===== config.mk =====
export PLATFORM = sky130hd
export DESIGN_NAME = bcd_chain
export DESIGN_NICKNAME = d
export VERILOG_FILES = /design/src/rtl/bcd_chain.sv
export SDC_FILE = /design/constraint.sdc
export NUM_CORES = 1
export LEC_CHECK = 0
export BUFFER_PORTS_ARGS = -buffer_cell sky130_fd_sc_hd__buf_2
export CAP_MARGIN = 40
export CORE_ASPECT_RATIO = 1.4
export CORE_MARGIN = 4
export CORE_UTILIZATION = 34
export DETAILED_ROUTE_END_ITERATION = 12
export GPL_ROUTABILITY_DRIVEN = 1
export GPL_TIMING_DRIVEN = 1
export RECOVER_POWER = 25
export SYNTH_ARGS = -nofsm -noshare
export SYNTH_HDL_FRONTEND = slang
export SYNTH_HIERARCHICAL = 1
export SYNTH_SLANG_ARGS = --single-unit

===== constraint.sdc =====
create_clock -name clk -period 3.8 [get_ports clk]
set_input_delay 0.95 -clock clk [delete_from_list [all_inputs] [get_ports clk]]
set_output_delay 0.95 -clock clk [all_outputs]
set_load 0.02 [all_outputs]

===== src/rtl/bcd_chain.sv =====
module bcd_stage (
  input  logic       clk,
  input  logic       rst_n,
  input  logic       load_n,
  input  logic       en_a,
  input  logic       en_b,
  input  logic [3:0] preset,
  output logic [3:0] q,
  output logic       tc
);
  always_ff @(posedge clk or negedge rst_n)
    if (!rst_n)              q <= '0;
    else if (!load_n)        q <= preset;
    else if (en_a && en_b)   q <= (q >= 4'd9) ? 4'd0 : q + 4'd1;

  assign tc = (q == 4'd9) && en_b;

  assert_load_R2: assert property (@(posedge clk) disable iff (!rst_n)
    !load_n |=> q == $past(preset));
  assert_step_R3: assert property (@(posedge clk) disable iff (!rst_n)
    load_n && en_a && en_b && q < 4'd9 |=> q == 4'($past(q) + 4'd1));
  assert_wrap_R4: assert property (@(posedge clk) disable iff (!rst_n)
    load_n && en_a && en_b && q >= 4'd9 |=> q == 4'd0);
  assert_hold_R5: assert property (@(posedge clk) disable iff (!rst_n)
    load_n && !(en_a && en_b) |=> $stable(q));
endmodule

module bcd_chain #(
  parameter int DIGITS = 4
) (
  input  logic                clk,
  input  logic                rst_n,
  input  logic                load_n,
  input  logic                cnt_en,
  input  logic [4*DIGITS-1:0] preset,
  output logic [4*DIGITS-1:0] count,
  output logic                carry_out
);
  logic [DIGITS-1:0] nine, en_b, tc;

  for (genvar i = 0; i < DIGITS; i++) begin : g_dig
    assign nine[i] = count[4*i +: 4] == 4'd9;
    if (i == 0) begin : g_lsd
      assign en_b[i] = 1'b1;
    end else begin : g_up
      assign en_b[i] = &nine[i-1:0];
    end
    bcd_stage u_stage (
      .clk(clk), .rst_n(rst_n), .load_n(load_n),
      .en_a(cnt_en), .en_b(en_b[i]),
      .preset(preset[4*i +: 4]), .q(count[4*i +: 4]), .tc(tc[i])
    );
  end

  assign carry_out = &tc;

  assert_carry_R9: assert property (@(posedge clk) disable iff (!rst_n)
    carry_out |-> &nine);
  assert_tcnine_R7: assert property (@(posedge clk) disable iff (!rst_n)
    tc[DIGITS-1] |-> nine[DIGITS-1]);
endmodule


======== Word level (Yosys, flattened, before mapping) ========
Index checks and enable logic that the tools add are counted.
Widths: inputs -> output; s select.
cells by class
  add/sub/neg operators ................... 4
  $lt $le $gt $ge ......................... 4
  eq/ne operators ......................... 8
  muxes and demuxes ....................... 12
  reduce and logical (&&, ||, !) cells .... 9
operators with widths
  kind                 count
  $mux 4               12
  $add 4x1->4 const B  4
  $eq 4x4->1 const B   4
  $ge 4x4->1 const B   4
  $ne 2x1->1 const B   4
  $logic_and 1x1->1    6
  $reduce_and 4->1     1
  $reduce_and 3->1     1
  $reduce_and 2->1     1
word-level totals
  register bits after elaboration ......... 16
  bits of input ports ..................... 20
  output and inout port bits .............. 17
  word-level logic and storage cells ...... 41

======== Longest topological paths before layout ========
  depth after elaboration ................. 5
  depth in mapped cells ................... 5
  mapped depth without buffers ............ 5

======== Modules after synthesis ========
The synthesis kept the hierarchy.
modules (own cells, without submodules)
  module     times used  cells each  area each (µm²)  seq. area each (µm²)
  bcd_stage  4           35          306.5            100.1
  bcd_chain  1           8           80.1             0.0

======== Worst setup path before layout ========
No wires, ideal clock.
  path kind ............................... flip-flop to output port
  from .................................... register g_dig[0].u_stage.q[2]
  to ...................................... output carry_out
  arrival time ............................ 1.755 ns
  data required time ...................... 2.850 ns
  setup slack ............................. 1.095 ns
  cell stages (with the launch flop) ...... 6
  path buffers ............................ 0
  cells stage by stage .................... dfrtp_1 -> nand4bb_4 -> nor3_2 -> nor2b_1 -> and3_1 -> and4_1
between the ends
  word-level cells in the longest chain between the ends .. 4
  elaborated cells on any way between the ends .. 7
  classes of those cells .................. 1 x eq/ne; 6 x reduce/logical
ends and longest elaborated chain
  element                 RTL line  text
  from (decl)             8         output logic [3:0] q,
  from (signal assigned)  13        else if (!load_n) q <= preset;
  from (signal assigned)  14        else if (en_a && en_b) q <= (q >= 4'd9) ? 4'd0 : q + 4'd1;
  $eq 4x4->1              42        assign nine[i] = count[4*i +: 4] == 4'd9;
  $reduce_and 3->1        46        assign en_b[i] = &nine[i-1:0];
  net en_b[3]             39        logic [DIGITS-1:0] nine, en_b, tc;
  $logic_and 1x1->1       16        assign tc = (q == 4'd9) && en_b;
  net tc[3]               39
  $reduce_and 4->1        55        assign carry_out = &tc;
  to (decl)               37        output logic carry_out
The timed path passes the listed nets, and every way through them passes these cells.

======== Worst setup path in the final report ========
Same ends and word-level chain as after synthesis.

==> impl_metrics.ini <==
[run_status]
status = complete, no violations

[yosys]
ys_seq_area_share_pct = 30.7
syn_inst = 148
syn_avg_cell_area_sq_um = 8.83
synth_cell_types = 25
synth.area.top_cells = dfrtp_1, ha_1, a31oi_1
post-synth-top-area-fraction_pct = 30.7
yosys.area.top_type = dfrtp_1
ys_seq_elements = 16
ys_warn_count = 6
synth_area_sq_um = 1310

[routing]
vias = 1268
detail-route-antenna-nets = 0
drt_pass1_iterations = 4
routed_wl_um = 3420
drt-initial-drc-count = 51
routed_via_density = 5.51
post_drt_wl_per_cell_um = 14.9
drc = 0

[die]
core_sq_um = 3680
start_util_pct = 35.5
ios = 37
rows = 26
die_h_um = 81.3
die_area_sq_um = 4910
die_w_um = 60.4

[worst_setup_path]
crit_chain = nand4bb_4, nor3_2, nor2b_1, and3_1, and4_1, buf_2
crit_fanout = 6
cp-startpoint = g_dig[0].u_stage/q[2]
cp_num_buf_inv = 1
rr_startpoint = g_dig[0].u_stage/q[2]
max_stage_delay_ns = 0.49
cp-start-kind = register
arrival_ns = 2.10
crit_type = register to output pin
critPathRequiredTime_ns = 2.85
cp_slowest_cell = dfrtp_1
cp-end-kind = output pin
cp_top_family = simple AND/OR/NAND/NOR gates

[clock_network]
clockBufferDepth = 2
clk_pin_slew_worst_paths_ns = 0.07
htree_levels = 1
cts_tree = built
root_buffer = clkbuf_8
cts_resized = 0
cts_setup_buffers = 0
cts_made_buffers = 3
clock-sinks = 16
worstSkewPairLatency_ns = 0.25
cts_hold_buf = 0

[run]
cap_viol_max_count = 0

[timing]
fmax_mhz = 328
min_period_ns = 3.05
rsz0062_at_grt = no
maxSlewViolCount = 0
setup_viol = 0
tightest_slew_ns = 0.971
worst_slack_ns = 0.752
finalClockSkew_ns = 0.00174
hold_viol = 0
holdWs_ns = 0.619
slew_headroom_pct = 35.3
fin_crit_sh_pct = 80.2
setup_tns_ns = 0

[placed_design]
dp_hpwl_um = 2610
dp_cells = 226
preCtsSetupSlack_ns = 1.04
port_buffers = 36
dpl-instance-area_sq_um = 1540
gp_congestion = 0.839

[finish]
fillerInstances = 367
fin_nets = 221
largest_reg_flops = 16
top_register = g_dig.u_stage/q
final_common_cell = buf_2
final_cell_mix = buf_2, a31oi_1, dfrtp_1
stdcell_count = 230
drive_gt1_share_pct = 26.1
n_antenna_cell = 0
areaGrowthSynthToFinish_pct = 21.9
stdcell_area_sq_um = 1590
largestRegisters = g_dig.u_stage/q: 16 flops

[global_route]
overflow = 0
grtUsageTotal_pct = 14.9
grt_pass1_wl_um = 5710
grt_antenna_before_repair = 0
grt_pass1_vias = 1300
grt_max_degree = 37

[pwr]
power_density_nw_per_um2 = 326
vdd_drop_max_uv = 165
leakage_nw = 0.725

[hold_path]
hold_path.class = register to register
min_from = g_dig[2].u_stage/q[1]
-- metal layers --
| layer | part of all wire, % | vias up | wire (um) | track usage (%) |
|---|---|---|---|---|
| li1 | - | 618 | - | - |
| met1 | 40 | 618 | 1380 | 16.2 |
| met2 | 54 | 26 | 1860 | 27.7 |
| met3 | 3.8 | 6 | 130 | 2.07 |
| met4 | 1.3 | 0 | 46 | 6.65 |
| met5 | 0 | - | 0 | 0 |
-- cell families (layout without fill, tap and decap cells) --
family	count (synthesis)	in the layout	share of synthesized area, %
AO/OA/AOI/OAI	40	40	19.9
adder cells (fa/ha/maj)	12	12	11.5
buffers and inverters	21	57	6.03
flip-flops	16	16	30.7
other	1	5	0.287
AND/OR/NAND/NOR	58	58	31.6
-- per-stage QoR --
step,power [mW],utilization (%)
floorplan,0.313,-
global placement,0.364,41.9
detailed placement,0.369,41.9
CTS,0.526,43.4
global route,0.554,43.3
finish,0.520,43.3
-- area by class of cell --
type / count / area, sq um / share of cell area (%)
timing repair buffer: 36 / 179 / 11.2
clock buffer: 4 / 55.1 / 3.46
sequential: 16 / 400 / 25.1
inverter: 17 / 63.8 / 4.01
tap: 42 / 52.6 / 3.30
multi-input combinational: 115 / 842 / 52.9
-- Yosys cell counts --
| library cell | instances |
|---|---|
| a31oi_1 | 16 |
| dfrtp_1 | 16 |
| inv_1 | 13 |
| nor2_1 | 13 |
| ha_1 | 12 |
| nand2_1 | 8 |
| nor2b_1 | 8 |
| o2111ai_1 | 8 |
| a21oi_1 | 4 |
| and3_1 | 4 |
| clkbuf_1 | 4 |
| clkinv_1 | 4 |
| nand2_2 | 4 |
| nand2_8 | 4 |
| nand4_1 | 4 |
| nor3b_1 | 4 |
| o211ai_1 | 4 |
| o21ai_0 | 4 |
| o21ai_1 | 4 |
| or4_1 | 4 |
| nand4bb_1 | 2 |
| and4_1 | 1 |
| conb_1 | 1 |
| nand4bb_4 | 1 |
| nor3_2 | 1 |
-- where the power goes --
| part | switching, mW | total [mW] | leakage (nW) | internal, mW |
|---|---|---|---|---|
| combinational | 0.0837 | 0.141 | 0.512 | 0.0570 |
| sequential | 0.0387 | 0.225 | 0.184 | 0.186 |
| clock | 0.0621 | 0.154 | 0.0288 | 0.0919 |
-- final timing paths --
kind	endpoint	slack, ns	cells after the start
setup reg to reg	g_dig[3].u_stage/q[3]	1.81	5
hold / removal	g_dig[2].u_stage/q[1]	0.62	2
setup / recovery	carry_out	0.75	6
max in group asynchronous	g_dig[3].u_stage/q[1]	2.38	1
hold reg to reg	g_dig[2].u_stage/q[1]	0.62	2
min in group asynchronous	g_dig[2].u_stage/q[3]	0.83	1
-- worst register-to-register path: stages (launching register included) --
cell and delay [ns]:
dfrtp_1 0.49, nand4bb_4 0.30, nor3_2 0.34, nand2_2 0.13, or4_1 0.48, a31oi_1 0.18
Note: power is estimated with default switching activity, not from simulation.
